[src/rtl/dsyn_pkg.sv]
package dsyn_pkg;
   localparam int LOOPS = 2;
   localparam int LP_RF = 0;
   localparam int LP_IF = 1;

   function automatic int bits_for(input int v);
      int b;
      b = $clog2(v + 1);
      return (b < 1) ? 1 : b;
   endfunction
endpackage

[src/rtl/dsyn_tick_div.sv]
module dsyn_tick_div #(
   parameter int W = 8
) (
   input  logic         clk,
   input  logic         rst_n,
   input  logic         en,
   input  logic         inc,
   input  logic [W-1:0] div,
   output logic         tick
);
   logic [W-1:0] cnt;
   logic [W-1:0] lim;

   // a divisor of zero is treated as one
   assign lim  = (div == '0) ? '0 : div - 1'b1;
   assign tick = en & inc & (cnt == lim);

   always_ff @(posedge clk or negedge rst_n) begin
      if (!rst_n)       cnt <= '0;
      else if (!en)     cnt <= '0;
      else if (inc)     cnt <= (cnt == lim) ? '0 : cnt + 1'b1;
   end

   a_r3_count_in_range: assert property (@(posedge clk) disable iff (!rst_n)
      cnt <= lim);
   a_r5_idle_restart: assert property (@(posedge clk) disable iff (!rst_n)
      !en |=> (cnt == '0));
endmodule

[src/rtl/dsyn_ratio_shadow.sv]
module dsyn_ratio_shadow #(
   parameter int W   = 14,
   parameter int RST = 1
) (
   input  logic         clk,
   input  logic         rst_n,
   input  logic         load,
   input  logic         band_sel,
   input  logic [W-1:0] gsm,
   input  logic [W-1:0] dcs,
   input  logic         tick,
   output logic [W-1:0] act
);
   logic [W-1:0] stg;
   logic         pend;
   logic         load_q;

   always_ff @(posedge clk or negedge rst_n) begin
      if (!rst_n) begin
         act    <= W'(RST);
         stg    <= W'(RST);
         pend   <= 1'b0;
         load_q <= 1'b0;
      end else begin
         load_q <= load;
         if (load) begin
            stg  <= band_sel ? dcs : gsm;
            pend <= 1'b0;
         end else if (load_q) begin
            pend <= 1'b1;
         end else if (tick && pend) begin
            act  <= stg;
            pend <= 1'b0;
         end
      end
   end

   a_r7_hold_while_loading: assert property (@(posedge clk) disable iff (!rst_n)
      load |=> $stable(act));
   a_r8_swap_only_at_wrap: assert property (@(posedge clk) disable iff (!rst_n)
      !tick |=> $stable(act));
endmodule

[src/rtl/dsyn_pfd.sv]
module dsyn_pfd (
   input  logic clk,
   input  logic rst_n,
   input  logic en,
   input  logic ref_ev,
   input  logic fb_ev,
   output logic up,
   output logic dn
);
   logic up_n, dn_n;

   assign up_n = up | ref_ev;
   assign dn_n = dn | fb_ev;

   always_ff @(posedge clk or negedge rst_n) begin
      if (!rst_n) begin
         up <= 1'b0;
         dn <= 1'b0;
      end else if (!en || (up_n && dn_n)) begin
         up <= 1'b0;
         dn <= 1'b0;
      end else begin
         up <= up_n;
         dn <= dn_n;
      end
   end

   a_r4_never_both: assert property (@(posedge clk) disable iff (!rst_n)
      !(up && dn));
   a_r4_up_on_lone_ref: assert property (@(posedge clk) disable iff (!rst_n)
      (en && ref_ev && !fb_ev && !dn) |=> up);
   a_r5_idle_quiet: assert property (@(posedge clk) disable iff (!rst_n)
      !en |=> (!up && !dn));
endmodule

[src/rtl/dsyn_lock.sv]
module dsyn_lock #(
   parameter int WIN = 3,
   parameter int CNT = 8
) (
   input  logic clk,
   input  logic rst_n,
   input  logic en,
   input  logic ref_ev,
   input  logic up,
   input  logic dn,
   output logic lock
);
   import dsyn_pkg::*;
   localparam int PW = bits_for(WIN);
   localparam int SW = bits_for(CNT);
   localparam logic [PW-1:0] WIN_V = PW'(WIN);
   localparam logic [SW-1:0] CNT_V = SW'(CNT);

   logic [PW-1:0] pw;
   logic          bad;
   logic [SW-1:0] stk;

   always_ff @(posedge clk or negedge rst_n) begin
      if (!rst_n) begin
         pw  <= '0;
         bad <= 1'b0;
         stk <= '0;
      end else if (!en) begin
         pw  <= '0;
         bad <= 1'b0;
         stk <= '0;
      end else begin
         if (ref_ev) begin
            if (!bad && pw < WIN_V) stk <= (stk == CNT_V) ? stk : stk + 1'b1;
            else                    stk <= '0;
            bad <= 1'b0;
         end else if (pw >= WIN_V) begin
            bad <= 1'b1;
         end
         if (up || dn) begin
            if (pw < WIN_V) pw <= pw + 1'b1;
         end else begin
            pw <= '0;
         end
      end
   end

   assign lock = (stk == CNT_V);

   a_r9_lock_rises_on_ref: assert property (@(posedge clk) disable iff (!rst_n)
      $rose(lock) |-> $past(ref_ev));
   a_r5_lock_idle: assert property (@(posedge clk) disable iff (!rst_n)
      !en |=> !lock);
endmodule

[src/rtl/dsyn_core.sv]
module dsyn_core #(
   parameter int RF_REF_DIV   = 65,
   parameter int IF_REF_DIV   = 13,
   parameter int RATIO_W      = 14,
   parameter int RF_RATIO_RST = 4700,
   parameter int IF_RATIO_RST = 400,
   parameter int LOCK_WIN     = 3,
   parameter int LOCK_CYCLES  = 8,
   parameter bit LOCK_EN      = 1'b1
) (
   input  logic               clk,
   input  logic               rst_n,
   input  logic               en,
   input  logic               band_sel,
   input  logic               load,
   input  logic               rf_fb,
   input  logic               if_fb,
   input  logic [RATIO_W-1:0] rf_ratio_gsm,
   input  logic [RATIO_W-1:0] rf_ratio_dcs,
   input  logic [RATIO_W-1:0] if_ratio_gsm,
   input  logic [RATIO_W-1:0] if_ratio_dcs,
   output logic               rf_up,
   output logic               rf_dn,
   output logic               if_up,
   output logic               if_dn,
   output logic               rf_lock,
   output logic               if_lock
);
   import dsyn_pkg::*;

   if (RF_REF_DIV < 2 || IF_REF_DIV < 2) begin : g_bad_ref
      $error("dsyn_core: reference divisors must be at least 2");
   end
   if (RATIO_W < 1 || RF_RATIO_RST >= (1 << RATIO_W) || IF_RATIO_RST >= (1 << RATIO_W)) begin : g_bad_ratio
      $error("dsyn_core: reset ratios do not fit RATIO_W");
   end
   if (LOCK_WIN < 1 || LOCK_CYCLES < 1) begin : g_bad_lock
      $error("dsyn_core: lock window and count must be positive");
   end

   logic [LOOPS-1:0]   fb_v;
   logic [RATIO_W-1:0] gsm_v [LOOPS];
   logic [RATIO_W-1:0] dcs_v [LOOPS];

   assign fb_v[LP_RF]  = rf_fb;
   assign fb_v[LP_IF]  = if_fb;
   assign gsm_v[LP_RF] = rf_ratio_gsm;
   assign gsm_v[LP_IF] = if_ratio_gsm;
   assign dcs_v[LP_RF] = rf_ratio_dcs;
   assign dcs_v[LP_IF] = if_ratio_dcs;

   for (genvar g = 0; g < LOOPS; g++) begin : g_loop
      localparam int REF  = (g == LP_RF) ? RF_REF_DIV : IF_REF_DIV;
      localparam int RSTR = (g == LP_RF) ? RF_RATIO_RST : IF_RATIO_RST;
      localparam int RCW  = bits_for(REF);

      logic               ref_ev, fb_ev, up_l, dn_l, lk_l;
      logic [RATIO_W-1:0] act;

      dsyn_tick_div #(.W(RCW)) u_ref (
         .clk(clk), .rst_n(rst_n), .en(en), .inc(1'b1),
         .div(RCW'(REF)), .tick(ref_ev));

      dsyn_ratio_shadow #(.W(RATIO_W), .RST(RSTR)) u_shadow (
         .clk(clk), .rst_n(rst_n), .load(load), .band_sel(band_sel),
         .gsm(gsm_v[g]), .dcs(dcs_v[g]), .tick(fb_ev), .act(act));

      dsyn_tick_div #(.W(RATIO_W)) u_fb (
         .clk(clk), .rst_n(rst_n), .en(en), .inc(fb_v[g]),
         .div(act), .tick(fb_ev));

      dsyn_pfd u_pfd (
         .clk(clk), .rst_n(rst_n), .en(en), .ref_ev(ref_ev),
         .fb_ev(fb_ev), .up(up_l), .dn(dn_l));

      if (LOCK_EN) begin : g_lk
         dsyn_lock #(.WIN(LOCK_WIN), .CNT(LOCK_CYCLES)) u_lock (
            .clk(clk), .rst_n(rst_n), .en(en), .ref_ev(ref_ev),
            .up(up_l), .dn(dn_l), .lock(lk_l));
      end else begin : g_nolk
         assign lk_l = 1'b0;
      end
   end

   assign rf_up   = g_loop[0].up_l;
   assign rf_dn   = g_loop[0].dn_l;
   assign rf_lock = g_loop[0].lk_l;
   assign if_up   = g_loop[1].up_l;
   assign if_dn   = g_loop[1].dn_l;
   assign if_lock = g_loop[1].lk_l;
endmodule

[config.mk]
export PLATFORM = sky130hd
export DESIGN_NAME = dsyn_core
export DESIGN_NICKNAME = d
export VERILOG_FILES = /design/src/rtl/dsyn_pkg.sv /design/src/rtl/dsyn_tick_div.sv /design/src/rtl/dsyn_ratio_shadow.sv /design/src/rtl/dsyn_pfd.sv /design/src/rtl/dsyn_lock.sv /design/src/rtl/dsyn_core.sv
export SDC_FILE = /design/constraint.sdc
export NUM_CORES = 1
export LEC_CHECK = 0
export CAP_MARGIN = 5
export CORE_MARGIN = 2
export CORE_UTILIZATION = 52
export DETAILED_ROUTE_END_ITERATION = 8
export PLACE_DENSITY = 0.87
export SKIP_CTS_REPAIR_TIMING = 1
export SYNTH_ARGS = -nofsm -noshare
export SYNTH_HDL_FRONTEND = slang
export SYNTH_SLANG_ARGS = --single-unit
[constraint.sdc]
create_clock -name clk -period 3.14 [get_ports clk]
set_input_delay 0.785 -clock clk [delete_from_list [all_inputs] [get_ports clk]]
set_output_delay 0.785 -clock clk [all_outputs]
set_load 0.03 [all_outputs]
==> impl_metrics.json, run 1 <==
{
  "htreeDepth": 4,
  "timing.max_cap.violations": 0,
  "first_global_vias": 5876,
  "initial_core_util": 0.536,
  "synth_nets": 778,
  "skew_ns": 0.00524,
  "r2r_setup_slack_ns": -0.21,
  "critPathKind": "flip-flop to flip-flop",
  "post_synth_xor_area_fraction": 0.0695,
  "synth_top_family_by_area": "simple AND/OR/NAND/NOR gates",
  "clkSlewWorstSetupHoldPaths_ns": 0.05,
  "stdcell_count": 1008,
  "clock.fmax_ghz": 0.298,
  "final.setup.worst_slack_ns": -0.211,
  "fin_crit_ns": 3.35,
  "synth_mux_area_frac": 0.103,
  "cp_data_arrival_time_ns": 3.65,
  "finish.instance_area_um2": 9000,
  "setup.worst_path.start_class": "flip-flop",
  "finalSetupViolCount": 14,
  "failed_checks": "negative setup slack",
  "finalCoreUtilization": 0.707,
  "grt_antenna_before_repair": 0,
  "fp-row-count": 41,
  "post_route_cells_drive_above_1_share": 0.227,
  "setup.worst_path.end_class": "flip-flop",
  "synth_enable_flop_cells": 0,
  "dr_total_vias": 5944,
  "final_min_period_over_clock_period": 1.07,
  "root_buffer": "clkbuf_16",
  "run_status": "finished with violations",
  "synthesis.yosys.warnings": 0,
  "boundaryPins": 69,
  "floorplan.die.width_um": 119,
  "clock_sinks": 116,
  "antenna-diode-count": 0,
  "worst_ep_required_time_ns": 3.43,
  "timing_worst_slew_pin_value_ns": 0.685,
  "syn_area_um2": 6820,
  "power_density_nw_per_um2": 636,
  "synthSimpleGateAreaFrac": 0.220,
  "final_hold_vios": 0,
  "detailed_route_wire_length_um": 16900,
  "fillers": 911,
  "hold_class": "input port to asynchronous set/reset pin",
  "place_worst_setup_slack_ns": -0.130,
  "synth_compound_gate_area_share": 0.118,
  "chip_height_um": 119,
  "synth-seq-area-share": 0.429,
  "cts-buffers-inserted": 17,
  "clock_insertion_delay_worst_skew_ns": 0.41,
  "cp_max_fo": 7,
  "finalMaxSlewViolations": 0,
  "power.static_leakage_nw": 4.03,
  "post_synth_arst_share": 1.00,
  "dp_hpwl_um": 11300,
  "cts_buffer_depth": 2,
  "area_growth_synth_to_finish_pct": 31.9,
  "postRouteAntennaNets": 0,
  "grt_start_max_net_pins": 60,
  "grt_use_total": 0.234,
  "wl_per_cell_um": 16.8,
  "synthAdderAreaFrac": 0.0257,
  "routed_via_density": 5.90,
  "grt_overflow": 0,
  "detailedRoute.firstIterationViolations": 468,
  "placed_cells": 960,
  "clock_tree_from_tritoncts": "built",
  "totalPowerFinal_mw": 5.72,
  "postSynth.topFlopCell": "dfrtp_1",
  "post_syn_instances": 701,
  "final_net_count": 900,
  "drc": 0,
  "rsz_0062_raised_after_global_routing": "yes",
  "final_replace_weighted_congestion": 0.921,
  "first_pass_iters": 5,
  "portBuffers": 68,
  "grt_first_pass_wirelength_um": 26900,
  "postPlaceCellArea_um2": 8110,
  "die_area_um2": 14000,
  "syn_avg_cell_area_um2": 9.73,
  "postSynthRegisterBits": 116,
  "total_core_area_um2": 12700,
  "vdd_ir_drop_max_uv": 425,
  "headroom_to_the_max_slew_limit": 0.543,
  "synth_cell_types": 72
}
==> worst max-delay path, stage by stage, from the launching register on <==
cell and delay, ns:
dfrtp_1 0.43, inv_2 0.10, ha_4 0.14, or3b_4 0.41
nor2_4 0.12, a211oi_2 0.09, or3_4 0.35, a2111oi_4 0.39
o2111ai_2 0.22, nor4bb_4 0.31, buf_4 0.19, clkbuf_16 0.16
mux2_4 0.30
==> sequential cells by signal, summed over array words and instances, names as in the netlist <==
name and flops:
g_loop.u_pfd.dn 2, g_loop.u_shadow.act 28, g_loop.g_lk.u_lock.bad 2, g_loop.u_ref.cnt 11, g_loop.u_shadow.pend 2, g_loop.g_lk.u_lock.stk 8, g_loop.u_pfd.up 2, g_loop.u_fb.cnt 28
g_loop.u_shadow.stg 28, g_loop.u_shadow.load_q 1, g_loop.g_lk.u_lock.pw 4
==> layout make-up <==
cell class	instances	area [um^2]	share of cell area
Multi-Input combinational cell	529	3890	0.432
Clock inverter	9	125	0.0139
Timing Repair Buffer	137	1260	0.140
Sequential cell	116	2930	0.325
Inverter	22	82.6	0.00918
Tap cell	172	215	0.0239
Clock buffer	23	498	0.0554
==> final timing paths <==
check,startpoint,cells past startpoint,end
setup / recovery,g_loop[1].u_shadow.act[0]$_DFFE_PN0P_,12,g_loop[1].u_shadow.act[5]$_DFFE_PN0P_
hold / removal,rst_n,1,g_loop[0].u_ref.cnt[4]$_DFF_PN0_
setup reg to reg,g_loop[1].u_shadow.act[0]$_DFFE_PN0P_,12,g_loop[1].u_shadow.act[5]$_DFFE_PN0P_
hold reg to reg,g_loop[0].u_pfd.dn$_DFF_PN0_,1,g_loop[0].u_pfd.up$_DFF_PN0_
max in group asynchronous,rst_n,2,g_loop[1].u_shadow.stg[8]$_DFFE_PN1P_
min in group clk,g_loop[0].u_pfd.dn$_DFF_PN0_,1,g_loop[0].u_pfd.up$_DFF_PN0_
==> layout by cell type, fill, tap and decap left out, drive strengths merged, types with 3 or more instances in the layout <==
cell	instances
xnor2	25
buf	70
nor3	19
nor3b	10
nor4b	5
dfrtp	98
a21oi	34
nand3	29
xor2	24
nand4	17
nor2	80
nand2	46
inv	22
o21ai	26
clkinv	4
nor2b	7
o2111ai	4
mux2	30
a2111oi	3
or4	6
bufinv	3
ha	14
a31oi	4
or3	10
dfstp	18
mux2i	33
clkbuf	24
nand3b	4
a211oi	9
clkdlybuf4s50	66
nor4bb	3
o31ai	12
and3	11
nand2b	6
nor4	9
and2	6
==> metal layers <==
layer / GRT usage / share of wire
met5: 0 / 0
met3: 0.0468 / 0.048
met4: 0.0781 / 0.020
met2: 0.406 / 0.52
met1: 0.292 / 0.42
==> where the power goes <==
group	leakage, nW	total [mW]	internal [mW]	switching (mW)
sequential	1.48	1.73	1.62	0.112
clock	0.305	2.02	1.35	0.676
combinational	2.25	1.96	1.01	0.950
==> metrics by stage <==
| step | hold slack (ns) | TNS, ns |
|---|---|---|
| 6_report | 0.408 | -2.55 |
| 5_1_grt | 0.471 | -4.79 |
| 4_1_cts | 0.433 | -2.28 |
| 3_5_place_dp | 0.478 | -1.64 |
| 3_3_place_gp | 0.461 | -0.000256 |
| 2_1_floorplan | 0.447 | -1.79 |
==> synthesized netlist by cell type, types with 3 or more instances <==
| library cell | n | share of area |
|---|---|---|
| nand2b_1 | 6 | 0.0055 |
| nor2_1 | 80 | 0.044 |
| nand3_1 | 28 | 0.021 |
| a211oi_1 | 9 | 0.0099 |
| mux2_4 | 10 | 0.022 |
| and3_1 | 11 | 0.010 |
| nand2_1 | 46 | 0.025 |
| a2111oi_0 | 3 | 0.0039 |
| or4_1 | 6 | 0.0066 |
| o21ai_0 | 26 | 0.019 |
| inv_1 | 22 | 0.012 |
| nor4b_1 | 4 | 0.0051 |
| clkbuf_1 | 25 | 0.014 |
| nor2b_1 | 7 | 0.0064 |
| and2_1 | 6 | 0.0055 |
| o31ai_1 | 12 | 0.013 |
| nand3b_1 | 4 | 0.0044 |
| mux2_1 | 14 | 0.023 |
| nor3b_1 | 10 | 0.011 |
| nand4_1 | 17 | 0.016 |
| mux2i_1 | 33 | 0.048 |
| ha_1 | 14 | 0.026 |
| xnor2_1 | 25 | 0.032 |
| buf_6 | 3 | 0.0050 |
| a31oi_1 | 4 | 0.0037 |
| dfrtp_1 | 98 | 0.36 |
| mux2_2 | 6 | 0.0099 |
| dfstp_2 | 18 | 0.069 |
| nor3_1 | 17 | 0.012 |
| buf_2 | 4 | 0.0029 |
| nor4_1 | 7 | 0.0064 |
| or3_1 | 10 | 0.0092 |
| xor2_1 | 24 | 0.031 |
| a21oi_1 | 34 | 0.025 |
| nor4bb_1 | 3 | 0.0044 |
| o2111ai_1 | 4 | 0.0051 |
==> logic make-up after synthesis <==
logic type / Yosys count
mux: 63
flops: 116
compound gates: 122
simple gates: 279
fa+ha+maj: 14
buf+inv: 56
xor+xnor: 51
(Power assumes the default switching activity.)
==> inputs of run 2 (changes only) <==
--- a/config.mk
+++ b/config.mk
@@ -7,9 +7,9 @@
 export LEC_CHECK = 0
 export CAP_MARGIN = 5
 export CORE_MARGIN = 2
-export CORE_UTILIZATION = 52
+export CORE_UTILIZATION = 38
 export DETAILED_ROUTE_END_ITERATION = 8
-export PLACE_DENSITY = 0.87
+export PLACE_DENSITY = 0.69
 export SKIP_CTS_REPAIR_TIMING = 1
 export SYNTH_ARGS = -nofsm -noshare
 export SYNTH_HDL_FRONTEND = slang
==> run 2 against run 1 <==
The run still ends with negative setup slack left. Via count decreased by 7.1%. Critical path depth shrank 2. Design area shrank 0.46%. Count of clock-buffer cells in the layout down 4. Non-clock buffer count decreased by 13. Sequential share of layout area is 0.14 points higher. Utilization down 19 points. Routed wire length down 12%. Critical endpoint is now g_loop[1].u_shadow.act[12]$_DFFE_PN0P_. Largest cell class unchanged. Largest power group unchanged.
==> impl_metrics.json, run 2 (same netlist as run 1, synthesis figures left out) <==
{
  "run_status": "finished with violations",
  "failed_checks": "negative setup slack",
  "place_worst_setup_slack_ns": -0.0706,
  "final_net_count": 887,
  "floorplan.die.width_um": 138,
  "fin_hold_ws_ns": 0.359,
  "finalCoreUtilization": 0.514,
  "postPlaceCellArea_um2": 8140,
  "clock_insertion_delay_worst_skew_ns": 0.42,
  "clkSlewWorstSetupHoldPaths_ns": 0.05,
  "regToRegEndpoint": "g_loop[1].u_shadow.act[12]$_DFFE_PN0P_",
  "timing_worst_slew_pin_value_ns": 0.785,
  "cts-buffers-inserted": 17,
  "initial_core_util": 0.392,
  "final_min_period_over_clock_period": 1.01,
  "finalSetupViolCount": 11,
  "fillers": 1608,
  "die_area_um2": 19000,
  "final.setup.worst_slack_ns": -0.0332,
  "routed_via_density": 5.27,
  "grt_start_max_net_pins": 60,
  "portBuffers": 68,
  "critPathKind": "flip-flop to flip-flop",
  "total_core_area_um2": 17400,
  "clock_tree_from_tritoncts": "built",
  "first_pass_iters": 4,
  "wl_per_cell_um": 14.2,
  "setup.worst_path.end_class": "flip-flop",
  "final_replace_weighted_congestion": 0.837,
  "first_global_vias": 5259,
  "detailed_route_wire_length_um": 14900,
  "post_route_cells_drive_above_1_share": 0.210,
  "dr_total_vias": 5522,
  "hold_class": "input port to asynchronous set/reset pin",
  "htreeDepth": 4,
  "cp_max_fo": 7,
  "clock_sinks": 116,
  "cp_data_arrival_time_ns": 3.48,
  "final_common_cell": "dfrtp_1",
  "skew_ns": 0.00957,
  "worst_ep_required_time_ns": 3.44,
  "finalMaxSlewViolations": 0,
  "finish.instance_area_um2": 8950,
  "detailedRoute.firstIterationViolations": 346,
  "chip_height_um": 138,
  "postRouteAntennaNets": 0,
  "fp-row-count": 48,
  "headroom_to_the_max_slew_limit": 0.477,
  "final_hold_vios": 0,
  "r2r_setup_slack_ns": -0.03,
  "root_buffer": "clkbuf_16",
  "fin_crit_ns": 3.17,
  "timing.max_cap.violations": 0,
  "grt_antenna_before_repair": 0,
  "clock.fmax_ghz": 0.315,
  "grt_overflow": 0,
  "mostFrequentLayoutCells": "dfrtp_1, nor2_1, clkdlybuf4s50_1",
  "setup.worst_path.start_class": "flip-flop",
  "grt_first_pass_wirelength_um": 24900,
  "crit-reg2reg-launch": "g_loop[1].u_shadow.act[9]$_DFFE_PN0P_",
  "boundaryPins": 69,
  "cts_buffer_depth": 2,
  "power.static_leakage_nw": 3.96,
  "antenna-diode-count": 0,
  "dp_hpwl_um": 10600,
  "area_growth_synth_to_finish_pct": 31.3,
  "power_density_nw_per_um2": 627,
  "grt_use_total": 0.166,
  "layout_top_registers": "g_loop.u_fb.cnt (28), g_loop.u_shadow.act (28), g_loop.u_shadow.stg (28)",
  "r2r_cells": 10,
  "vdd_ir_drop_max_uv": 415,
  "drc": 0,
  "rsz_0062_raised_after_global_routing": "yes"
}
[run 2: worst max-delay path by stage]
stage                                          startpoint                                     end  cells after the start
floorplan           g_loop[0].u_shadow.act[5]$_DFFE_PN0P_  g_loop[0].u_shadow.act[10]$_DFFE_PN0P_                     11
global placement    g_loop[1].u_shadow.act[9]$_DFFE_PN0P_  g_loop[1].u_shadow.act[10]$_DFFE_PN0P_                      9
detailed placement  g_loop[0].u_shadow.act[1]$_DFFE_PN0P_   g_loop[0].u_shadow.act[5]$_DFFE_PN0P_                     10
CTS                 g_loop[1].u_shadow.act[9]$_DFFE_PN0P_   g_loop[1].u_shadow.act[2]$_DFFE_PN0P_                     11
global route        g_loop[1].u_shadow.act[0]$_DFFE_PN0P_   g_loop[1].u_shadow.act[3]$_DFFE_PN0P_                     13
finish              g_loop[1].u_shadow.act[9]$_DFFE_PN0P_  g_loop[1].u_shadow.act[12]$_DFFE_PN0P_                     10
[run 2: report_power, final]
| part | internal [mW] | switching, mW |
|---|---|---|
| clock | 1.35 | 0.691 |
| combinational | 0.969 | 0.884 |
| sequential | 1.62 | 0.107 |
[run 2: layer usage]
layer  GRT usage  up-vias  wire length [um]
li1            -     2774                 -
met1       0.224     2623              7380
met2       0.256      103              6620
met3      0.0398       22               547
met4      0.0709        0               304
met5           0        -                 0
[run 2: layout make-up]
type                    count  area (um^2)  share of cell area
clock inverters            13          181              0.0203
well taps                 225          282              0.0314
repair buffers            124         1170               0.131
clock buffers              19          443              0.0495
multi-input cells         529         3870               0.432
flip-flops and latches    116         2930               0.327
inverters                  22         82.6             0.00922
[run 2: per-stage QoR]
| stage | power [mW] | instances | TNS [ns] |
|---|---|---|---|
| after floorplan | 2.86 | 701 | -1.79 |
| after global placement | 3.44 | 1007 | 0 |
| after detailed placement | 3.47 | 1007 | -0.950 |
| after CTS | 5.53 | 1039 | -1.18 |
| after global routing | 5.91 | 1048 | -2.22 |
| final | 5.61 | 1048 | -0.268 |
[run 2: worst max-delay path: stages, from the launching register on]
cell and delay (ns):
dfrtp_1 0.37, or4_4 0.56, nor3_4 0.24, a211oi_2 0.11, or3_4 0.34, a2111oi_4 0.30, o2111ai_2 0.19, nor4bb_4 0.30
buf_4 0.19, clkbuf_16 0.16, mux2_4 0.29
